$ cat src/rtl/cfgport_pkg.sv
// Package: shared constants for the keyed configuration port.
// Holds key bytes and the register indices whose values the
// software-visible behaviour depends on.
package cfgport_pkg;
    typedef logic [7:0] byte_t;

    localparam byte_t KEY_OPEN     = 8'h87;
    localparam byte_t KEY_CLOSE    = 8'hAA;

    localparam byte_t IX_SELECT    = 8'h07;
    localparam byte_t IX_DEVID_HI  = 8'h20;
    localparam byte_t IX_DEVID_LO  = 8'h21;
    localparam byte_t IX_REVISION  = 8'h22;
    localparam byte_t IX_VENDOR_HI = 8'h23;
    localparam byte_t IX_VENDOR_LO = 8'h24;
    localparam byte_t IX_BANK_LOW  = 8'h30;
    localparam byte_t IX_ENABLE    = 8'h30;
    localparam byte_t IX_BASE_HI   = 8'h60;
    localparam byte_t IX_BASE_LO   = 8'h61;
endpackage

$ cat src/rtl/cfgp_key_gate.sv
// Module: cfgp_key_gate
// Tracks whether the configuration window is open. The window opens on two
// back-to-back open-key writes at the index port and closes on a close-key
// write. Assumes port_wr covers writes at either port address and idx_wr
// is the subset aimed at the index port.
module cfgp_key_gate
    import cfgport_pkg::*;
(
    input  logic  clk,
    input  logic  rst_n,
    input  logic  port_wr,
    input  logic  idx_wr,
    input  byte_t wdata,
    output logic  open_q
);
    logic armed_q;

    // Purpose: key sequence detector and window state
    always_ff @(posedge clk) begin
        if (!rst_n) begin
            open_q  <= 1'b0;
            armed_q <= 1'b0;
        end else if (!open_q) begin
            if (port_wr) begin
                if (idx_wr && wdata == KEY_OPEN) begin
                    if (armed_q) begin
                        open_q  <= 1'b1;
                        armed_q <= 1'b0;
                    end else begin
                        armed_q <= 1'b1;
                    end
                end else begin
                    armed_q <= 1'b0;
                end
            end
        end else if (idx_wr && wdata == KEY_CLOSE) begin
            open_q  <= 1'b0;
            armed_q <= 1'b0;
        end
    end
endmodule

$ cat src/rtl/cfgp_dev_bank.sv
// Module: cfgp_dev_bank
// One logical-device register bank: an enable flag and a 16-bit base.
// Responds only while sel is high (window open and selector matching).
// Read data is zero when not selected so banks can be OR-combined.
module cfgp_dev_bank
    import cfgport_pkg::*;
(
    input  logic        clk,
    input  logic        rst_n,
    input  logic        sel,
    input  logic        data_wr,
    input  byte_t       idx,
    input  byte_t       wdata,
    output logic        enable_q,
    output logic [15:0] base_q,
    output byte_t       rdata
);
    // Purpose: bank register updates
    always_ff @(posedge clk) begin
        if (!rst_n) begin
            enable_q <= 1'b0;
            base_q   <= 16'h0000;
        end else if (sel && data_wr) begin
            case (idx)
                IX_ENABLE:  enable_q      <= wdata[0];
                IX_BASE_HI: base_q[15:8]  <= wdata;
                IX_BASE_LO: base_q[7:0]   <= wdata;
                default: ;
            endcase
        end
    end

    // Purpose: bank read data
    always_comb begin
        rdata = 8'h00;
        if (sel) begin
            case (idx)
                IX_ENABLE:  rdata = {7'b0, enable_q};
                IX_BASE_HI: rdata = base_q[15:8];
                IX_BASE_LO: rdata = base_q[7:0];
                default:    rdata = 8'h00;
            endcase
        end
    end
endmodule

$ cat src/rtl/cfgp_read_mux.sv
// Module: cfgp_read_mux
// Chooses the byte returned to the bus: index or 0xFF at the index port,
// global or bank registers (or 0xFF while closed) at the data port,
// zero elsewhere. Purely combinational.
module cfgp_read_mux
    import cfgport_pkg::*;
#(
    parameter logic [15:0] DEVICE_ID = 16'h0A51,
    parameter logic [7:0]  REVISION  = 8'h03,
    parameter logic [15:0] VENDOR_ID = 16'h1934
) (
    input  logic  rd,
    input  logic  at_idx,
    input  logic  at_data,
    input  logic  open_q,
    input  byte_t idx,
    input  byte_t select,
    input  byte_t bank_rd,
    output byte_t rdata
);
    // Purpose: read data selection
    always_comb begin
        rdata = 8'h00;
        if (rd && at_idx) begin
            rdata = open_q ? idx : 8'hFF;
        end else if (rd && at_data) begin
            if (!open_q) begin
                rdata = 8'hFF;
            end else begin
                case (idx)
                    IX_SELECT:    rdata = select;
                    IX_DEVID_HI:  rdata = DEVICE_ID[15:8];
                    IX_DEVID_LO:  rdata = DEVICE_ID[7:0];
                    IX_REVISION:  rdata = REVISION;
                    IX_VENDOR_HI: rdata = VENDOR_ID[15:8];
                    IX_VENDOR_LO: rdata = VENDOR_ID[7:0];
                    default:      rdata = (idx >= IX_BANK_LOW) ? bank_rd : 8'h00;
                endcase
            end
        end
    end
endmodule

$ cat src/rtl/cfg_keyed_port.sv
// Module: cfg_keyed_port
// Top of the keyed index/data configuration port. Decodes the two port
// addresses, holds the index and logical-device selector, and instantiates
// one register bank per logical device. Assumes at most one bus write per
// cycle; a read may share the cycle with a write.
module cfg_keyed_port
    import cfgport_pkg::*;
#(
    parameter int              ADDR_W    = 16,
    parameter logic [15:0]     BASE_ADDR = 16'h002E,
    parameter int              NUM_DEV   = 4,
    parameter logic [15:0]     DEVICE_ID = 16'h0A51,
    parameter logic [7:0]      REVISION  = 8'h03,
    parameter logic [15:0]     VENDOR_ID = 16'h1934
) (
    input  logic                  clk,
    input  logic                  rst_n,
    input  logic [ADDR_W-1:0]     bus_addr,
    input  logic                  bus_wr,
    input  logic                  bus_rd,
    input  logic [7:0]            bus_wdata,
    output logic [7:0]            bus_rdata,
    output logic                  cfg_mode,
    output logic [NUM_DEV-1:0]    dev_enable,
    output logic [16*NUM_DEV-1:0] dev_base
);
    localparam logic [ADDR_W-1:0] IDX_ADDR  = BASE_ADDR[ADDR_W-1:0];
    localparam logic [ADDR_W-1:0] DATA_ADDR = IDX_ADDR + 1'b1;

    logic  at_idx, at_data, idx_wr, data_wr, port_wr;
    byte_t idx_q, select_q, bank_rd;
    byte_t bank_rd_each [NUM_DEV];
    logic  [NUM_DEV-1:0] bank_sel;

    // Purpose: port address decode
    always_comb begin
        at_idx  = (bus_addr == IDX_ADDR);
        at_data = (bus_addr == DATA_ADDR);
        idx_wr  = bus_wr && at_idx;
        data_wr = bus_wr && at_data;
        port_wr = idx_wr || data_wr;
    end

    cfgp_key_gate u_gate (
        .clk     (clk),
        .rst_n   (rst_n),
        .port_wr (port_wr),
        .idx_wr  (idx_wr),
        .wdata   (bus_wdata),
        .open_q  (cfg_mode)
    );

    // Purpose: index latch and logical-device selector
    always_ff @(posedge clk) begin
        if (!rst_n) begin
            idx_q    <= 8'h00;
            select_q <= 8'h00;
        end else if (cfg_mode) begin
            if (idx_wr && bus_wdata != KEY_CLOSE)
                idx_q <= bus_wdata;
            if (data_wr && idx_q == IX_SELECT)
                select_q <= bus_wdata;
        end
    end

    for (genvar g = 0; g < NUM_DEV; g++) begin : g_bank
        assign bank_sel[g] = cfg_mode && (select_q == 8'(g));
        cfgp_dev_bank u_bank (
            .clk      (clk),
            .rst_n    (rst_n),
            .sel      (bank_sel[g]),
            .data_wr  (data_wr),
            .idx      (idx_q),
            .wdata    (bus_wdata),
            .enable_q (dev_enable[g]),
            .base_q   (dev_base[16*g +: 16]),
            .rdata    (bank_rd_each[g])
        );
    end

    // Purpose: merge bank read data (at most one bank non-zero)
    always_comb begin
        bank_rd = 8'h00;
        for (int i = 0; i < NUM_DEV; i++)
            bank_rd = bank_rd | bank_rd_each[i];
    end

    cfgp_read_mux #(
        .DEVICE_ID (DEVICE_ID),
        .REVISION  (REVISION),
        .VENDOR_ID (VENDOR_ID)
    ) u_rmux (
        .rd      (bus_rd),
        .at_idx  (at_idx),
        .at_data (at_data),
        .open_q  (cfg_mode),
        .idx     (idx_q),
        .select  (select_q),
        .bank_rd (bank_rd),
        .rdata   (bus_rdata)
    );
endmodule

$ cat config.mk
export PLATFORM = sky130hd
export DESIGN_NAME = cfg_keyed_port
export DESIGN_NICKNAME = d
export VERILOG_FILES = /design/src/rtl/cfgport_pkg.sv /design/src/rtl/cfgp_key_gate.sv /design/src/rtl/cfgp_dev_bank.sv /design/src/rtl/cfgp_read_mux.sv /design/src/rtl/cfg_keyed_port.sv
export SDC_FILE = /design/constraint.sdc
export NUM_CORES = 1
export LEC_CHECK = 0
export ABC_AREA = 1
export BUFFER_PORTS_ARGS = -buffer_cell sky130_fd_sc_hd__buf_2
export CAP_MARGIN = 10
export CORE_MARGIN = 2
export CORE_UTILIZATION = 32
export CTS_CLUSTER_DIAMETER = 120
export DETAILED_ROUTE_END_ITERATION = 12
export HOLD_SLACK_MARGIN = 0.03
export SLEW_MARGIN = 30
export SYNTH_ARGS = -nofsm -noshare
export SYNTH_HDL_FRONTEND = slang
export SYNTH_SLANG_ARGS = --single-unit
export TNS_END_PERCENT = 20
$ cat constraint.sdc
create_clock -name clk -period 2.7 [get_ports clk]
set_clock_uncertainty 0.2 [all_clocks]
set_input_delay 0.405 -clock clk [delete_from_list [all_inputs] [get_ports clk]]
set_output_delay 0.405 -clock clk [all_outputs]
set_load 0.05 [all_outputs]
# [Yosys cells after proc, flatten, opt, wreduce, memory -nomap -nowiden]
# Index checks and enable logic that the tools add are counted.
[totals] register_bits=86 elab_cells=96
[classes] magnitude_cmp=1 eq_ne=18 muxes=24 n_bitwise=3 reduce_logical=34
[ops] cell="$pmux W8 S3" n=4
[ops] cell="$mux W8" n=9
[ops] cell="$eq A8 B6 Y1 const B" n=6
[ops] cell="$pmux W8 S6" n=1
[ops] cell="$eq A16 B6 Y1 const B" n=2
[ops] cell="$reduce_and A2 Y1" n=15
[ops] cell="$or A8 B8 Y8" n=3
[ops] cell="$eq A8 B2 Y1 const B" n=2
[ops] cell="$eq A8 B7 Y1 const B" n=2
[ops] cell="$eq A8 B8 Y1 const B" n=2
[ops] cell="$logic_and A1 B1 Y1" n=16
[ops] cell="$mux W1" n=10
[ops] cell="$eq A8 B1 Y1 const B" n=1
[ops] cell="$eq A8 B3 Y1 const B" n=1
[ops] cell="$ge A8 B6 Y1 const B" n=1
[ops] cell="$logic_not A8 Y1" n=1
[ops] cell="$ne A8 B8 Y1 const B" n=1
[ops] cell="$ne A2 B2 Y1 const B" n=1
[ops] cell="$reduce_bool A2 Y1" n=1
[ops] cell="$logic_or A1 B1 Y1" n=1

# [Longest topological paths before layout]
[depth] depth_word=11 mapped_depth=13 depth_no_buf=11

# [Cells and area by module]
# From an unflattened synthesis, not the netlist that was laid out.
[unflattened] hier_cells=1011 area_unflattened_um2=5962.0
[by_module_without_submodules] mod="cfgp_dev_bank" n_inst=4 cells_each=183 area_each_um2=1093.5 seq_area_each_um2=340.3
[by_module_without_submodules] mod="cfg_keyed_port" n_inst=1 cells_each=160 area_each_um2=1012.2 seq_area_each_um2=320.3
[by_module_without_submodules] mod="cfgp_read_mux" n_inst=1 cells_each=91 area_each_um2=415.4 seq_area_each_um2=0.0
[by_module_without_submodules] mod="cfgp_key_gate" n_inst=1 cells_each=28 area_each_um2=160.2 seq_area_each_um2=40.0

# [Least setup slack after synthesis]
# No wires, ideal clock.
[synth_timing] path_kind="register -> output" startpoint="reg u_gate.open_q" endpoint="out bus_rdata[3]" arrival_time_ns=1.998 required_ns=2.095 path_slack_ns=0.097 stages_incl_launch_ff=11 n_path_buf=2 path_cell_list="dfxtp_1 -> buf_4 -> inv_2 -> nor2_1 -> buf_2 -> nand3_1 -> nand2_1 -> nand2_1 -> nand4_1 -> nand2_1 -> nand2_1"
[synth_via] elab_chain_cells=10 elab_cells_between_ends=17 classes_between="10 x mux; 3 x bitwise; 4 x reduce/logical"
[synth_lines] item="start: declaration" line_no="cfgp_key_gate.sv:14" rtl="output logic open_q"
[synth_lines] item="start signal: assignment" line_no="cfgp_key_gate.sv:21" rtl="open_q <= 1'b0;"
[synth_lines] item="start signal: assignment" line_no="cfgp_key_gate.sv:27" rtl="open_q <= 1'b1;"
[synth_lines] item="start signal: assignment" line_no="cfgp_key_gate.sv:37" rtl="open_q <= 1'b0;"
[synth_lines] item="$logic_and A1 B1 Y1" line_no="cfg_keyed_port.sv:67" rtl="assign bank_sel[g] = cfg_mode && (select_q == 8'(g));"
[synth_lines] item="$mux W8" line_no="cfgp_dev_bank.sv:36" rtl="if (sel) begin"
[synth_lines] item="$or A8 B8 Y8 (3 in a row)" line_no="cfg_keyed_port.sv:85" rtl="bank_rd = bank_rd | bank_rd_each[i];"
[synth_lines] item="$mux W8" line_no="cfgp_read_mux.sv:37" rtl="default: rdata = (idx >= IX_BANK_LOW) ? bank_rd : 8'h00;"
[synth_lines] item="$pmux W8 S6" line_no="cfgp_read_mux.sv:30" rtl="case (idx)"
[synth_lines] item="$mux W8" line_no="cfgp_read_mux.sv:27" rtl="if (!open_q) begin"
[synth_lines] item="$mux W8" line_no="cfgp_read_mux.sv:26" rtl="end else if (rd && at_data) begin"
[synth_lines] item="$mux W8 (*)" line_no="cfgp_read_mux.sv:24" rtl="if (rd && at_idx) begin"
[synth_lines] item="end: declaration" line_no="cfg_keyed_port.sv:22" rtl="output logic [7:0] bus_rdata,"
# Mark *: on every way between the ends. The rest lies on a longest branch, timed or not.

# [Worst setup path in the final report]
[layout_timing] startpoint="reg select_q[5]" endpoint="out bus_rdata[2]"
[layout_via] elab_chain_cells=11 elab_cells_between_ends=20 classes_between="3 x eq/ne; 9 x mux; 3 x bitwise; 5 x reduce/logical"
[layout_lines] item="start: declaration" line_no="cfg_keyed_port.sv:31" rtl="byte_t idx_q, select_q, bank_rd;"
[layout_lines] item="start signal: assignment" line_no="cfg_keyed_port.sv:62" rtl="select_q <= bus_wdata;"
[layout_lines] item="$eq A8 B1 Y1 or $logic_not A8 Y1 (tied branches)" line_no="cfg_keyed_port.sv:67"
[layout_lines] item="$logic_and A1 B1 Y1" line_no="cfg_keyed_port.sv:67"
[layout_lines] item="$mux W8" line_no="cfgp_dev_bank.sv:36"
[layout_lines] item="$or A8 B8 Y8 (2 in a row)" line_no="cfg_keyed_port.sv:85"
[layout_lines] item="$or A8 B8 Y8 (*)" line_no="cfg_keyed_port.sv:85"
[layout_lines] item="$mux W8 (*)" line_no="cfgp_read_mux.sv:37"
[layout_lines] item="$pmux W8 S6 (*)" line_no="cfgp_read_mux.sv:30"
[layout_lines] item="$mux W8 (*)" line_no="cfgp_read_mux.sv:27"
[layout_lines] item="$mux W8 (*)" line_no="cfgp_read_mux.sv:26"
[layout_lines] item="$mux W8 (*)" line_no="cfgp_read_mux.sv:24"
# Marked as above.

==> impl_metrics.env <==
export IMPL_status="finished, final reports clean"
export IMPL_tns_ns=0
export IMPL_finalSetupViolCount=0
export IMPL_wl_um=15600
export IMPL_die_y_um=125
export IMPL_final_setup_worst_slack_ns=0.0408
export IMPL_grt_total_usage_pct=19.5
export IMPL_start_kind="flip-flop"
export IMPL_die_area_um2=15600
export IMPL_cp_end_kind="primary output"
export IMPL_synthTopCellsByCount="nand2_1 (237), dfxtp_1 (86), nand3_1 (81)"
export IMPL_dpl_hpwl_um=11100
export IMPL_drt_iter0_markers=323
export IMPL_slew_headroom_pct=67.4
export IMPL_synth_nets=749
export IMPL_yosysMostFrequentCell="nand2_1"
export IMPL_cts_htree_levels=3
export IMPL_cts_root_buf="clkbuf_16"
export IMPL_grt_use_met3_pct=3.35
export IMPL_cts_path_max_buffers=2
export IMPL_timing_final_crit_share_pct=98.5
export IMPL_critical_path_class="reg -> out"
export IMPL_insertion_delay_ns=0.34
export IMPL_busiest_layer="met2"
export IMPL_rr_worst_depth=11
export IMPL_via_count=5004
export IMPL_use_met2_pct=30.6
export IMPL_fin_total_pwr_w=0.00265
export IMPL_rr_endpoint="g_bank[3].u_bank.base_q[14]"
export IMPL_synth_top_family_by_area="simple AND/OR/NAND/NOR gates"
export IMPL_critPathMaxFanout=8
export IMPL_worstMarginPinSlew_ns=0.488
export IMPL_cap_violations=0
export IMPL_synth_compound_area_share_pct=12.4
export IMPL_worstHoldStart="bus_wdata[7]"
export IMPL_arrival_ns=2.05
export IMPL_synthSimpleGateAreaFrac_pct=41.5
export IMPL_postCtsHoldBufs=0
export IMPL_synthToLayoutAreaGrowth_pct=24.8
export IMPL_synth_adder_area_share_pct=0
export IMPL_setup_worst_path_end="bus_rdata[2]"
export IMPL_grt_use_met1_pct=27.4
export IMPL_core_area_um2=14400
export IMPL_overflow=0
export IMPL_syn_cell_area_um2=4660
export IMPL_ant_nets=0
export IMPL_worstSetupStartpoint="select_q[5]"
export IMPL_nFillCells=1514
export IMPL_layout_nets=838
export IMPL_synth_main_ff_cell="dfxtp_1"
export IMPL_pre_cts_ws_ns=0.261
export IMPL_synth_xor_area_share_pct=0
export IMPL_yosysTopAreaCellShare_pct=36.9
export IMPL_timing_fmax_mhz=376
export IMPL_path_clk_slew_ns=0.06
export IMPL_dr_pass1_iters=5
export IMPL_timing_hold_ws_ns=0.178
export IMPL_ys_warnings_count=0
export IMPL_synth_area_leaders="dfxtp_1 (37%), nand2_1 (19%), nand3_1 (8.7%), a21oi_1 (6.4%), nor2_1 (6.2%)"
export IMPL_p_per_area_nw_per_um2=456
export IMPL_cts_tree="yes"
export IMPL_drive_gt1_share_pct=24.2
export IMPL_synthMuxAreaShare_pct=0
export IMPL_r2r_start="idx_q[4]"
export IMPL_min_path_type="in -> reg"
export IMPL_cts_buffers=9
export IMPL_synth_edff_count=0
export IMPL_row_count=44
export IMPL_hold_viol_final=0
export IMPL_drv_slew=0
export IMPL_cts_sinks=86
export IMPL_ir_worst_vdd_mv=0.216
export IMPL_antenna_found_initial=0
export IMPL_num_io_pins=105
export IMPL_drc_errors=0
export IMPL_die_w_um=125
export IMPL_async_flop_share_pct=0
export IMPL_syn_inst=721
export IMPL_synth_seq_area_share_pct=36.9
export IMPL_grt_max_degree=55
export IMPL_place_congestion=0.881
export IMPL_wl_per_cell_um=15.6
export IMPL_portBuffers=104
export IMPL_rrSetupSlack_ns=0.66
export IMPL_period_minus_slack_ns=2.66
export IMPL_synth_top_cell_by_area="dfxtp_1"
export IMPL_grt_first_pass_wirelength_um=23900
export IMPL_yosys_cell_types_count=29
export IMPL_synth_area_per_cell_um2=6.47
export IMPL_grt_pass1_vias=4382
export IMPL_start_util_pct=32.5
export IMPL_diodes=0
export IMPL_p_leak_nw=2.75
export IMPL_cts_setup_buffers=0
export IMPL_required_ns=2.10
export IMPL_vias_per_cell=5.01
export IMPL_ys_seq_elements=86
export IMPL_rsz0062_at_grt="yes"
[repair_timing]
action,4_1_cts,5_1_grt
endpoints found under the setup margin,8,8
resized for setup,12,38
pin swaps,0,12
gates cloned,0,1
[flip-flops by register name, summed over array words and instances, names as in the netlist]
register	flops
u_gate.open_q	1
u_gate.armed_q	1
idx_q	8
g_bank.u_bank.enable_q	4
select_q	8
g_bank.u_bank.base_q	64
[report_power, final]
part	switching, W	internal (W)
combinational	0.0000715	0.0000252
clock	0.000520	0.000767
sequential	0.000000000000737	0.00127
total	0.000592	0.00206
[area by class of cell]
| cell class | count | area, um2 | area share (%) |
|---|---|---|---|
| multi-input cells | 548 | 2580 | 44.3 |
| flip-flops and latches | 86 | 1730 | 29.7 |
| repair buffers | 119 | 766 | 13.1 |
| clock buffers | 11 | 253 | 4.34 |
| well taps | 184 | 230 | 3.95 |
| inverters | 46 | 209 | 3.59 |
| clock inverters | 5 | 57.6 | 0.988 |
[kinds of logic (layout without fill, tap and decap cells)]
group                  Yosys count  in the layout
buffers and inverters           87            181
AOI/OAI and AO/OA              112            112
DFF                             86             86
and+or+nand+nor                436            436
[routing by layer]
metal  vias up  share of wire [%]
met5         -                  0
met4         0                1.6
met3        21                7.1
met2       174                 46
met1      2283                 46
li1       2526                  -
[how the worst min path moves through the flow]
stage                                  to  cells past startpoint
2_1_floorplan   g_bank[3].u_bank.enable_q                      2
3_3_place_gp   g_bank[2].u_bank.base_q[8]                      2
3_5_place_dp   g_bank[2].u_bank.base_q[8]                      2
4_1_cts                       select_q[7]                      3
5_1_grt                       select_q[7]                      3
6_report                      select_q[7]                      3
[critical path, stage by stage (launching register included)]
cell and delay (ns):
dfxtp_2 0.34, nor2_2 0.13, nand2_2 0.11, nor2_4 0.24, buf_8 0.17, nand3_1 0.07
nand2_1 0.09, nand2_1 0.08, nand4_1 0.15, nand2_1 0.07, nand2_1 0.09, buf_6 0.16
[metrics by stage]
step,cells,utilization (%),area (um2)
floorplan,721,-,4660
global placement,982,37.2,5350
detailed placement,982,37.2,5350
CTS,998,39.6,5680
global route,999,40.5,5820
finish,999,40.5,5820
[placed cells by master, fill, tap and decap left out, types with 8 or more instances in the layout]
master     netlist  layout
nand2_1        237     229
buf_2           19      96
nand3_1         81      80
dfxtp_1         86      80
nor2_1          77      69
a21oi_1         60      60
o21ai_0         28      28
inv_1           30      27
o21ai_1         15      15
nor2_2           2      10
nand4_1         10      10
clkbuf_16        0      10
nand2_2          3       9
nor3_1           9       9
a31oi_1          8       8
buf_6            1       8
buf_4           11       8
(Power assumes the default switching activity.)
